### src/rtl/trc_pkg.sv
package trc_pkg;
  typedef enum logic {
    MODE_WRAP  = 1'b0,
    MODE_PROBE = 1'b1
  } trc_mode_e;
endpackage

### src/rtl/trc_ctrl.sv
module trc_ctrl
  import trc_pkg::*;
(
  input  logic      clk_i,
  input  logic      rst_ni,
  input  logic      cfg_we_i,
  input  logic      cfg_en_i,
  input  logic      cfg_mode_i,
  input  logic      brk_i,
  output logic      en_o,
  output trc_mode_e mode_o,
  output logic      start_o,
  output logic      cap_o
);
  logic      en_q, frozen_q;
  trc_mode_e mode_q;
  logic      brk_hit;

  assign start_o = cfg_we_i & ~en_q & cfg_en_i;
  assign brk_hit = en_q & ~frozen_q & (mode_q == MODE_WRAP) & brk_i;
  assign cap_o   = en_q & ~frozen_q & ~brk_hit;

  always_ff @(posedge clk_i or negedge rst_ni) begin
    if (!rst_ni) begin
      en_q     <= 1'b0;
      mode_q   <= MODE_WRAP;
      frozen_q <= 1'b0;
    end else begin
      if (cfg_we_i) begin
        if (!en_q) begin
          en_q   <= cfg_en_i;
          mode_q <= trc_mode_e'(cfg_mode_i);
        end else if (!cfg_en_i) begin
          en_q <= 1'b0;
        end
      end
      if (start_o)      frozen_q <= 1'b0;
      else if (brk_hit) frozen_q <= 1'b1;
    end
  end

  assign en_o   = en_q;
  assign mode_o = mode_q;
endmodule

### src/rtl/trc_msg_gen.sv
module trc_msg_gen #(
  parameter int CNT_W = 16,
  parameter int TGT_W = 32,
  localparam int MSG_W = CNT_W + TGT_W
) (
  input  logic             clk_i,
  input  logic             rst_ni,
  input  logic             cap_i,
  input  logic             clr_i,
  input  logic             pipe_u_i,
  input  logic             pipe_v_i,
  input  logic             br_taken_i,
  input  logic [TGT_W-1:0] br_target_i,
  output logic             emit_o,
  output logic [MSG_W-1:0] msg_o
);
  logic [CNT_W-1:0] cnt_q;
  logic [1:0]       n_ret, n_plain;
  logic [CNT_W:0]   sum;
  logic             ovf;

  assign n_ret   = 2'(pipe_u_i) + 2'(pipe_v_i);
  // the taken branch occupies one retirement slot
  assign n_plain = br_taken_i ? ((n_ret != 2'd0) ? n_ret - 2'd1 : 2'd0) : n_ret;
  assign sum     = {1'b0, cnt_q} + (CNT_W+1)'(n_plain);
  assign ovf     = sum[CNT_W];
  assign emit_o  = cap_i & (br_taken_i | ovf);
  assign msg_o   = {cnt_q, br_taken_i ? br_target_i : {TGT_W{1'b1}}};

  always_ff @(posedge clk_i or negedge rst_ni) begin
    if (!rst_ni)     cnt_q <= '0;
    else if (clr_i)  cnt_q <= '0;
    else if (cap_i)  cnt_q <= emit_o ? CNT_W'(n_plain) : sum[CNT_W-1:0];
  end
endmodule

### src/rtl/trc_fifo.sv
module trc_fifo #(
  parameter int W     = 48,
  parameter int DEPTH = 16,
  localparam int AW = (DEPTH > 1) ? $clog2(DEPTH) : 1,
  localparam int CW = $clog2(DEPTH + 1)
) (
  input  logic          clk_i,
  input  logic          rst_ni,
  input  logic          push_i,
  input  logic          pop_i,
  input  logic          wrap_i,
  input  logic [W-1:0]  data_i,
  output logic [W-1:0]  data_o,
  output logic          empty_o,
  output logic          full_o,
  output logic [CW-1:0] count_o
);
  logic [W-1:0]  mem [DEPTH];
  logic [AW-1:0] head_q, tail_q;
  logic [CW-1:0] count_q;
  logic          do_wr, do_rd, drop_old;

  function automatic logic [AW-1:0] nxt(input logic [AW-1:0] p);
    return (p == AW'(DEPTH - 1)) ? '0 : p + 1'b1;
  endfunction

  assign empty_o  = (count_q == '0);
  assign full_o   = (count_q == CW'(DEPTH));
  assign do_rd    = pop_i & ~empty_o;
  assign drop_old = push_i & full_o & ~do_rd & wrap_i;
  assign do_wr    = push_i & (~full_o | do_rd | wrap_i);

  always_ff @(posedge clk_i) begin
    if (do_wr) mem[tail_q] <= data_i;
  end

  always_ff @(posedge clk_i or negedge rst_ni) begin
    if (!rst_ni) begin
      head_q  <= '0;
      tail_q  <= '0;
      count_q <= '0;
    end else begin
      if (do_wr)            tail_q <= nxt(tail_q);
      if (do_rd | drop_old) head_q <= nxt(head_q);
      if (do_wr & ~(do_rd | drop_old))      count_q <= count_q + 1'b1;
      else if (~do_wr & do_rd)              count_q <= count_q - 1'b1;
    end
  end

  assign data_o  = mem[head_q];
  assign count_o = count_q;
endmodule

### src/rtl/trc_buffer.sv
module trc_buffer
  import trc_pkg::*;
#(
  parameter int CNT_W = 16,
  parameter int TGT_W = 32,
  parameter int DEPTH = 16,
  localparam int MSG_W = CNT_W + TGT_W,
  localparam int CW    = $clog2(DEPTH + 1)
) (
  input  logic             clk_i,
  input  logic             rst_ni,
  input  logic             cfg_we_i,
  input  logic             cfg_en_i,
  input  logic             cfg_mode_i,
  input  logic             pipe_u_i,
  input  logic             pipe_v_i,
  input  logic             br_taken_i,
  input  logic [TGT_W-1:0] br_target_i,
  input  logic             brk_i,
  input  logic             rd_ready_i,
  output logic             rd_valid_o,
  output logic [MSG_W-1:0] rd_data_o,
  output logic             halt_req_o
);
  logic             en, start, cap, emit;
  trc_mode_e        mode;
  logic [MSG_W-1:0] msg, pend_q, fifo_din;
  logic             pend_v_q, fifo_push, fifo_empty, fifo_full, pop, stall;
  logic [CW-1:0]    fifo_count;

  trc_ctrl u_ctrl (
    .clk_i, .rst_ni, .cfg_we_i, .cfg_en_i, .cfg_mode_i, .brk_i,
    .en_o(en), .mode_o(mode), .start_o(start), .cap_o(cap)
  );

  trc_msg_gen #(.CNT_W(CNT_W), .TGT_W(TGT_W)) u_gen (
    .clk_i, .rst_ni, .cap_i(cap), .clr_i(start),
    .pipe_u_i, .pipe_v_i, .br_taken_i, .br_target_i,
    .emit_o(emit), .msg_o(msg)
  );

  assign pop       = rd_valid_o & rd_ready_i;
  // halt policy: park the message that would not fit
  assign stall     = emit & ~pend_v_q & fifo_full & ~pop & (mode == MODE_PROBE);
  assign fifo_push = pend_v_q ? pop : (emit & ~stall);
  assign fifo_din  = pend_v_q ? pend_q : msg;

  trc_fifo #(.W(MSG_W), .DEPTH(DEPTH)) u_fifo (
    .clk_i, .rst_ni, .push_i(fifo_push), .pop_i(pop),
    .wrap_i(mode == MODE_WRAP), .data_i(fifo_din),
    .data_o(rd_data_o), .empty_o(fifo_empty), .full_o(fifo_full),
    .count_o(fifo_count)
  );

  always_ff @(posedge clk_i or negedge rst_ni) begin
    if (!rst_ni) begin
      pend_v_q <= 1'b0;
      pend_q   <= '0;
    end else if (stall) begin
      pend_v_q <= 1'b1;
      pend_q   <= msg;
    end else if (pend_v_q && pop) begin
      pend_v_q <= 1'b0;
    end
  end

  assign rd_valid_o = ~fifo_empty;
  assign halt_req_o = pend_v_q;
endmodule


### config.mk
export PLATFORM = sky130hd
export DESIGN_NAME = trc_buffer
export DESIGN_NICKNAME = d
export VERILOG_FILES = /design/src/rtl/trc_pkg.sv /design/src/rtl/trc_ctrl.sv /design/src/rtl/trc_msg_gen.sv /design/src/rtl/trc_fifo.sv /design/src/rtl/trc_buffer.sv
export SDC_FILE = /design/constraint.sdc
export NUM_CORES = 1
export LEC_CHECK = 0
export BUFFER_PORTS_ARGS = -buffer_cell sky130_fd_sc_hd__buf_2
export CORE_MARGIN = 1.5
export CORE_UTILIZATION = 60
export DETAILED_ROUTE_END_ITERATION = 10
export PLACE_DENSITY = 0.77
export SYNTH_ARGS = -nofsm -noshare
export SYNTH_HDL_FRONTEND = slang
export SYNTH_HIERARCHICAL = 1
export SYNTH_SLANG_ARGS = --single-unit
export TNS_END_PERCENT = 30
### constraint.sdc
create_clock -name clk_i -period 11.3 [get_ports clk_i]
set_input_delay 0.565 -clock clk_i [delete_from_list [all_inputs] [get_ports clk_i]]
set_output_delay 0.565 -clock clk_i [all_outputs]
set_load 0.01 [all_outputs]
==> flow_metrics.tcl, run 1 <==
set metrics [dict create \
    leakage_power_of_the_design_nw 12.29 \
    maxSlewViolCount 0 \
    average_footprint_of_a_synthesized_cell_um2 20.84 \
    ys.warnings.count 6 \
    critPathMaxFanout 35 \
    fin_setup_tns_ns 0 \
    clock_sinks 849 \
    postSynthNetCount 1662 \
    detail-route-antenna-nets 0 \
    unrepaired_setup_endpoints_after_global_routing "no" \
    start_util_pct 60.79 \
    launching_point_of_the_worst_reg2reg_path "u_gen/cnt_q[0]$_DFFE_PN0P_" \
    design.core.area_mm2 0.05509 \
    sw_frac_of_total_pct 28.24 \
    postSynthRegisterBits 849 \
    synth-main-ff-cell "sky130_fd_sc_hd__edfxtp_1" \
    numCtsBuffers 83 \
    globalRouteMet1Util_pct 34.45 \
    setup_viol 0 \
    finalWeightedCongestion 0.7700 \
    drv_cap 0 \
    clockBufferDepth 3 \
    post-route-period-util_pct 49.01 \
    holdBufCountCts 1 \
    rows 86 \
    synthXorXnorAreaFrac_pct 0.3661 \
    timing.critical_path.arrival_ns 5.78 \
    wl_per_cell_um 27.86 \
    drcViolationCount 0 \
    post_synth_and_or_nand_nor_area_fraction_pct 2.963 \
    totalPowerFinal_mw 8.815 \
    async_flop_share_pct 9.541 \
    timing.hold.ws_ns 0.1621 \
    timing_worst_slew_pin_value_ns 1.178 \
    finalNetCount 1780 \
    critical_path_class "input pin to flop" \
    clock_latency_late_sink_ns 0.61 \
    endpoint_kind "flop" \
    drive_gt1_share_pct 31.58 \
    largest_family_of_logic_cells_by_synthesized_area "multiplexers" \
    dp_hpwl_um 35050 \
    outcome "complete, no violations" \
    number_of_top_level_design_ports 92 \
    hold_class "input pin to flop" \
    die_height_um 239.3 \
    grt_first_pass_wirelength_um 106700 \
    ys_top_cells_by_area "sky130_fd_sc_hd__edfxtp_1, sky130_fd_sc_hd__mux4_2, sky130_fd_sc_hd__dfrtp_1" \
    quantity_of_gates_resized_following_cts 0 \
    first_global_vias 17223 \
    intPower_mw 6.326 \
    htree_levels 3 \
    drt_pass1_iterations 5 \
    fp.dieW_um 239.3 \
    initialDrtViolationCount 1392 \
    crit_path_start_kind "input pin" \
    worst_ir_drop_vdd_mv 0.1922 \
    grt_overflow 0 \
    grt_antenna_before_repair 1 \
    synth_seq_area_share_pct 74.91 \
    critical_path_required_ns 11.54 \
    netlist-cell-type-count 61 \
    critical_path.startpoint "br_taken_i" \
    clock-skew-final_ns 0.01550 \
    tritoncts "built" \
    num_vias 16331 \
    synth_top_cell_area_share_pct 68.86 \
    grt_max_degree 120 \
    io_buffers 91 \
    synth_compound_gate_area_share_pct 3.153 \
    post-cts-setup-buffers 0 \
    seq_power_share_pct 42.8 \
    synth.cell_area_mm2 0.03349 \
    power_switching_mw 2.489 \
    globalRouteTotalUtil_pct 25.54 \
    hold_path_startpoint "cfg_we_i" \
    post_synth_edffs 768 \
    clock.fmax_mhz 180.6 \
    power.density_cell_area_mw_per_mm2 233.9 \
    groute.layer.met2.usage_pct 42.62 \
    mapped_cells 1607 \
    synth_area_in_adders_pct 0.5305 \
    grt.busiest_layer "met2" \
    slew_headroom_pct 21.44 \
    finalCriticalPeriod_ns 5.538 \
    drt-total-wl_um 70760 \
    viasPerCell 6.430 \
    post_synth_mux_area_share_pct 16.64 \
    cell_at_the_root_of_the_clock_tree "sky130_fd_sc_hd__clkbuf_16" \
    post-synth-top-area-cell "sky130_fd_sc_hd__edfxtp_1" \
    dieArea_mm2 0.05725 \
    clk_pin_slew_ns 0.06 \
    syn_to_final_growth_pct 12.53 \
    power.clock.fraction_pct 32.5 \
    finalHoldViolations 0 \
    share_comb_of_total_power_pct 24.7 \
    ant_diodes 0 \
    met3_track_demand_over_resource_in_global_routing_pct 4.886 \
]
## cell usage after synthesis (4+ instances only)
cell type	instances
sky130_fd_sc_hd__edfxtp_1	768
sky130_fd_sc_hd__mux4_2	192
sky130_fd_sc_hd__a22oi_1	96
sky130_fd_sc_hd__dfrtp_1	81
sky130_fd_sc_hd__mux2_2	81
sky130_fd_sc_hd__nand2_1	65
sky130_fd_sc_hd__clkbuf_1	49
sky130_fd_sc_hd__nand2b_1	36
sky130_fd_sc_hd__buf_2	29
sky130_fd_sc_hd__nor2_1	27
sky130_fd_sc_hd__mux2_4	21
sky130_fd_sc_hd__inv_1	20
sky130_fd_sc_hd__a21oi_1	15
sky130_fd_sc_hd__ha_1	11
sky130_fd_sc_hd__nor2b_1	11
sky130_fd_sc_hd__nand3_1	10
sky130_fd_sc_hd__xor2_1	9
sky130_fd_sc_hd__o21ai_0	8
sky130_fd_sc_hd__nand4_1	7
sky130_fd_sc_hd__xnor2_1	5
sky130_fd_sc_hd__and2_1	4
sky130_fd_sc_hd__o31ai_1	4
## layout by cell type (no fill, tap or decap), types with 3 or more instances in the layout
cell / count
sky130_fd_sc_hd__clkinv_1: 16
sky130_fd_sc_hd__and2_1: 3
sky130_fd_sc_hd__edfxtp_1: 768
sky130_fd_sc_hd__nand3_1: 10
sky130_fd_sc_hd__a21o_1: 3
sky130_fd_sc_hd__bufinv_16: 14
sky130_fd_sc_hd__clkbuf_16: 87
sky130_fd_sc_hd__buf_4: 27
sky130_fd_sc_hd__o21ai_0: 8
sky130_fd_sc_hd__inv_1: 20
sky130_fd_sc_hd__mux2_4: 21
sky130_fd_sc_hd__xnor2_1: 5
sky130_fd_sc_hd__clkbuf_1: 16
sky130_fd_sc_hd__inv_6: 3
sky130_fd_sc_hd__a21oi_1: 15
sky130_fd_sc_hd__nand2b_1: 36
sky130_fd_sc_hd__nand3b_1: 3
sky130_fd_sc_hd__mux4_2: 192
sky130_fd_sc_hd__buf_2: 90
sky130_fd_sc_hd__ha_1: 11
sky130_fd_sc_hd__nor2_4: 10
sky130_fd_sc_hd__nand2_1: 65
sky130_fd_sc_hd__nor2_1: 17
sky130_fd_sc_hd__o31ai_1: 4
sky130_fd_sc_hd__a22oi_1: 96
sky130_fd_sc_hd__dfrtp_1: 78
sky130_fd_sc_hd__nor2b_1: 3
sky130_fd_sc_hd__or4_1: 3
sky130_fd_sc_hd__xor2_1: 9
sky130_fd_sc_hd__nand4_1: 7
sky130_fd_sc_hd__mux2_2: 81
sky130_fd_sc_hd__nor2b_4: 9
sky130_fd_sc_hd__clkinv_2: 12
## through the flow
| step | std cells | utilization, % | cell area (µm²) | setup slack [ns] |
|---|---|---|---|---|
| after floorplan | 1607 | - | 33490 | 5.311 |
| after global placement | 2387 | 63.24 | 34840 | 5.418 |
| after detailed placement | 2387 | 63.24 | 34840 | 5.187 |
| after CTS | 2540 | 68.41 | 37690 | 5.799 |
| after global routing | 2540 | 68.41 | 37690 | 5.459 |
| final | 2540 | 68.41 | 37690 | 5.762 |
## path summary, 6_finish.rpt
kind,end,slack (ns),cells past startpoint
setup / recovery,u_fifo/mem[7][23]$_DFFE_PP_,5.76,12
hold / removal,u_ctrl/en_o$_DFFE_PN0P_,0.16,2
setup reg to reg,u_fifo/mem[7][23]$_DFFE_PP_,6.44,10
hold reg to reg,pend_q[9]$_DFFE_PN0P_,0.50,1
max in group asynchronous,u_fifo/head_q[1]$_DFFE_PN0P_,9.64,3
min in group asynchronous,pend_q[3]$_DFFE_PN0P_,0.41,2
## logic make-up (layout without fill, tap and decap cells)
family / count (synthesis) / count (layout)
xor gates and xnor gates: 14 / 14
DFF: 849 / 849
AOI/OAI and AO/OA: 142 / 142
and+or+nand+nor: 187 / 187
muxes: 296 / 296
buffers and inverters: 106 / 291
adders and majority gates: 13 / 13
## power groups by stage
stage	Sequential [mW]	Combinational, mW	Clock [mW]
detailed placement	3.83	2.17	0
CTS	3.77	2.20	2.91
floorplan	3.71	1.60	0
global placement	3.82	2.13	0
finish	3.77	2.18	2.87
global route	3.79	2.34	3.02
## area by class of cell
cell class	count	area (µm²)
clock buffer	104	2251
clock inverter	48	586.8
fill	3317	17410
inverter	20	75.07
multi-input combinational	652	8058
sequential	849	25100
tap	748	935.9
timing repair buffer	119	683.2
## metal layers
| layer | vias up | part of all wire [%] |
|---|---|---|
| met5 | - | 0.018 |
| met1 | 8643 | 38 |
| met3 | 124 | 7.4 |
| li1 | 6853 | - |
| met4 | 2 | 2.9 |
| met2 | 709 | 51 |
## sequential cells by signal, indices dropped and copies added, names as in the netlist, 4 cells and up
signal	cells
u_fifo/head_q	4
u_fifo/tail_q	4
u_fifo/count_o	5
pend_q	48
u_gen/cnt_q	16
u_fifo/mem	768
## critical path: stages
cell                       delay, ns
sky130_fd_sc_hd__buf_2          0.80
sky130_fd_sc_hd__mux2_2         0.34
sky130_fd_sc_hd__ha_1           0.18
sky130_fd_sc_hd__inv_1          0.07
sky130_fd_sc_hd__fa_1           0.44
sky130_fd_sc_hd__nand4b_1       0.18
sky130_fd_sc_hd__or4_1          0.61
sky130_fd_sc_hd__nand2_1        0.22
sky130_fd_sc_hd__o22a_1         0.59
sky130_fd_sc_hd__nand2_1        0.41
sky130_fd_sc_hd__nor2b_4        0.67
sky130_fd_sc_hd__buf_4          0.66
(Power assumes the default switching activity.)
==> run 2, diff against run 1 <==
--- a/config.mk
+++ b/config.mk
@@ -7,9 +7,9 @@
 export LEC_CHECK = 0
 export BUFFER_PORTS_ARGS = -buffer_cell sky130_fd_sc_hd__buf_2
 export CORE_MARGIN = 1.5
-export CORE_UTILIZATION = 60
+export CORE_UTILIZATION = 56
 export DETAILED_ROUTE_END_ITERATION = 10
-export PLACE_DENSITY = 0.77
+export PLACE_DENSITY = 0.76
 export SYNTH_ARGS = -nofsm -noshare
 export SYNTH_HDL_FRONTEND = slang
 export SYNTH_HIERARCHICAL = 1
==> constraint.sdc (replaced) <==
create_clock -name clk_i -period 4.5 [get_ports clk_i]
set_input_delay 0.225 -clock clk_i [delete_from_list [all_inputs] [get_ports clk_i]]
set_output_delay 0.225 -clock clk_i [all_outputs]
set_load 0.01 [all_outputs]
==> flow_metrics.tcl, run 2 (synthesized netlist as in run 1, its figures left out) <==
set metrics [dict create \
    path_cells "ha_1 -> inv_1 -> fa_1 -> nand4b_1 -> or4_1 -> nand2_1 -> o22a_1 -> nand2b_1 -> mux2_2 -> ha_1 -> nand2b_1 -> a211o_1 -> o211a_1 -> a221o_1" \
    dp_worst_setup_slack_ns 0.08078 \
    critPathMaxFanout 6 \
    final_cell_mix "sky130_fd_sc_hd__edfxtp_1, sky130_fd_sc_hd__mux4_2, sky130_fd_sc_hd__a22oi_1, sky130_fd_sc_hd__buf_2, sky130_fd_sc_hd__clkbuf_16" \
    dpl_cell_area_mm2 0.03525 \
    multi_input_comb_area_mm2 0.008058 \
    critical_path_class "flop to flop" \
    cell_at_the_root_of_the_clock_tree "sky130_fd_sc_hd__clkbuf_16" \
    syn_to_final_growth_pct 14.91 \
    drt-total-wl_um 74630 \
    timing_worst_slew_pin_value_ns 1.169 \
    cp_top_family "simple AND/OR/NAND/NOR gates" \
    htree_levels 3 \
    grt_max_degree 81 \
    largest-register "u_fifo/mem" \
    tritoncts "built" \
    finalHoldViolations 0 \
    clock_latency_late_sink_ns 0.63 \
    ant_diodes 0 \
    finalNetCount 1851 \
    endpoint_kind "flop" \
    worst_ir_drop_vdd_mv 0.4808 \
    numCtsBuffers 84 \
    io_buffers 91 \
    crit_path_start_kind "flop" \
    final_worst_setup_slack_ns 0.3846 \
    design_area_mm2 0.03849 \
    maxSlewViolCount 0 \
    post-route-period-util_pct 91.45 \
    setup_viol 0 \
    dieArea_mm2 0.06128 \
    drt_pass1_iterations 6 \
    hold_class "input pin to flop" \
    cp_slowest_cell "sky130_fd_sc_hd__or4_1" \
    globalRouteTotalUtil_pct 25.02 \
    wl_per_cell_um 28.29 \
    fp.dieW_um 247.6 \
    n_fill_cell 3715 \
    die_height_um 247.6 \
    power.density_cell_area_mw_per_mm2 581.6 \
    timing.critical_path.arrival_ns 4.62 \
    unrepaired_setup_endpoints_after_global_routing "no" \
    design.core.area_mm2 0.05902 \
    dp_hpwl_um 40250 \
    finalWeightedCongestion 0.7944 \
    totalPowerFinal_mw 22.38 \
    leakage_power_of_the_design_nw 12.67 \
    drv_cap 0 \
    first_global_vias 17505 \
    number_of_top_level_design_ports 92 \
    largestRegisters "u_fifo/mem: 768 flops, pend_q: 48 flops, u_gen/cnt_q: 16 flops" \
    drcViolationCount 0 \
    grt_overflow 0 \
    initialDrtViolationCount 1695 \
    viasPerCell 6.378 \
    clock.fmax_mhz 243.0 \
    start_util_pct 56.75 \
    seqCellArea_mm2 0.02510 \
    largest_register_ff_count 768 \
    clock_sinks 849 \
    clock-skew-final_ns 0.02184 \
    holdBufCountCts 37 \
    finalCriticalPeriod_ns 4.115 \
    postLayoutCoreUtil_pct 65.21 \
    num_vias 16824 \
    slew_headroom_pct 21.89 \
    critical_path_required_ns 5.00 \
    quantity_of_gates_resized_following_cts 0 \
    clockBufferDepth 3 \
    detail-route-antenna-nets 0 \
    layout_commonest_cell "sky130_fd_sc_hd__edfxtp_1" \
    clk_pin_slew_ns 0.06 \
    post-cts-setup-buffers 0 \
    drive_gt1_share_pct 32.44 \
    grt_first_pass_wirelength_um 111100 \
    critPathBufInv 1 \
    grt_antenna_before_repair 0 \
    rows 89 \
    outcome "complete, no violations" \
    cpPeakStageDelay_ns 0.62 \
]
[run 2: cell count changes in the layout (fill, tap and decap cells not counted), moves of 2 or more]
cell	change
sky130_fd_sc_hd__bufinv_16	-4
sky130_fd_sc_hd__clkinv_1	-3
sky130_fd_sc_hd__buf_12	+10
sky130_fd_sc_hd__clkinv_2	-2
sky130_fd_sc_hd__clkbuf_8	+6
sky130_fd_sc_hd__dlygate4sd3_1	+36
sky130_fd_sc_hd__buf_4	+24
[run 2: final timing paths]
kind                                       startpoint                             to  slack [ns]  cells past startpoint
max                        u_gen/cnt_q[0]$_DFFE_PN0P_  u_fifo/count_o[4]$_DFFE_PN0P_        0.38                     14
min                                        rd_ready_i         halt_req_o$_DFFE_PN0P_        0.03                      3
max reg2reg                u_gen/cnt_q[0]$_DFFE_PN0P_  u_fifo/count_o[4]$_DFFE_PN0P_        0.38                     14
min reg2reg                     pend_q[5]$_DFFE_PN0P_          pend_q[5]$_DFFE_PN0P_        0.50                      1
max in group asynchronous                      rst_ni    u_gen/cnt_q[13]$_DFFE_PN0P_        3.18                      3
min in group asynchronous                      rst_ni         pend_q[31]$_DFFE_PN0P_        0.27                      2
[run 2: per-layer routing]
metal / up-vias / routed length, µm / track usage [%]
met5: - / 0 / 0
met4: 0 / 1972 / 7.362
met3: 150 / 5918 / 4.920
met2: 807 / 37350 / 41.05
met1: 8853 / 29390 / 34.50
li1: 7014 / - / -
[run 2: report_power, final]
group	internal [mW]	leakage, nW	switching, mW
clock	4.28	1.40	2.91
sequential	9.03	7.73	0.344
combinational	2.63	3.54	3.18
total	15.9	12.7	6.44
[run 2: through the flow]
stage | setup TNS [ns] | std cells | hold slack (ns)
2_1_floorplan | -200.43 | 1607 | -0.07059
3_3_place_gp | 0 | 2446 | 0.3814
3_5_place_dp | 0 | 2446 | 0.3944
4_1_cts | 0 | 2638 | 0.009176
5_1_grt | 0 | 2638 | 0.03597
6_report | 0 | 2638 | 0.03161
[run 2: layout make-up]
type	instances	area share [%]
tap	773	2.513
inverter	20	0.1951
clock inverter	43	1.304
timing repair buffer	189	3.700
sequential	849	65.21
clock buffer	112	6.138
multi-input combinational	652	20.94
[run 2: worst reg2reg max path, cell delays in order, from the launching register on]
cell                       delay (ns)
sky130_fd_sc_hd__dfrtp_1         0.39
sky130_fd_sc_hd__ha_1            0.18
sky130_fd_sc_hd__inv_1           0.06
sky130_fd_sc_hd__fa_1            0.43
sky130_fd_sc_hd__nand4b_1        0.19
sky130_fd_sc_hd__or4_1           0.62
sky130_fd_sc_hd__nand2_1         0.22
sky130_fd_sc_hd__o22a_1          0.25
sky130_fd_sc_hd__nand2b_1        0.14
sky130_fd_sc_hd__mux2_2          0.35
sky130_fd_sc_hd__ha_1            0.36
sky130_fd_sc_hd__nand2b_1        0.11
sky130_fd_sc_hd__a211o_1         0.29
sky130_fd_sc_hd__o211a_1         0.14
sky130_fd_sc_hd__a221o_1         0.26
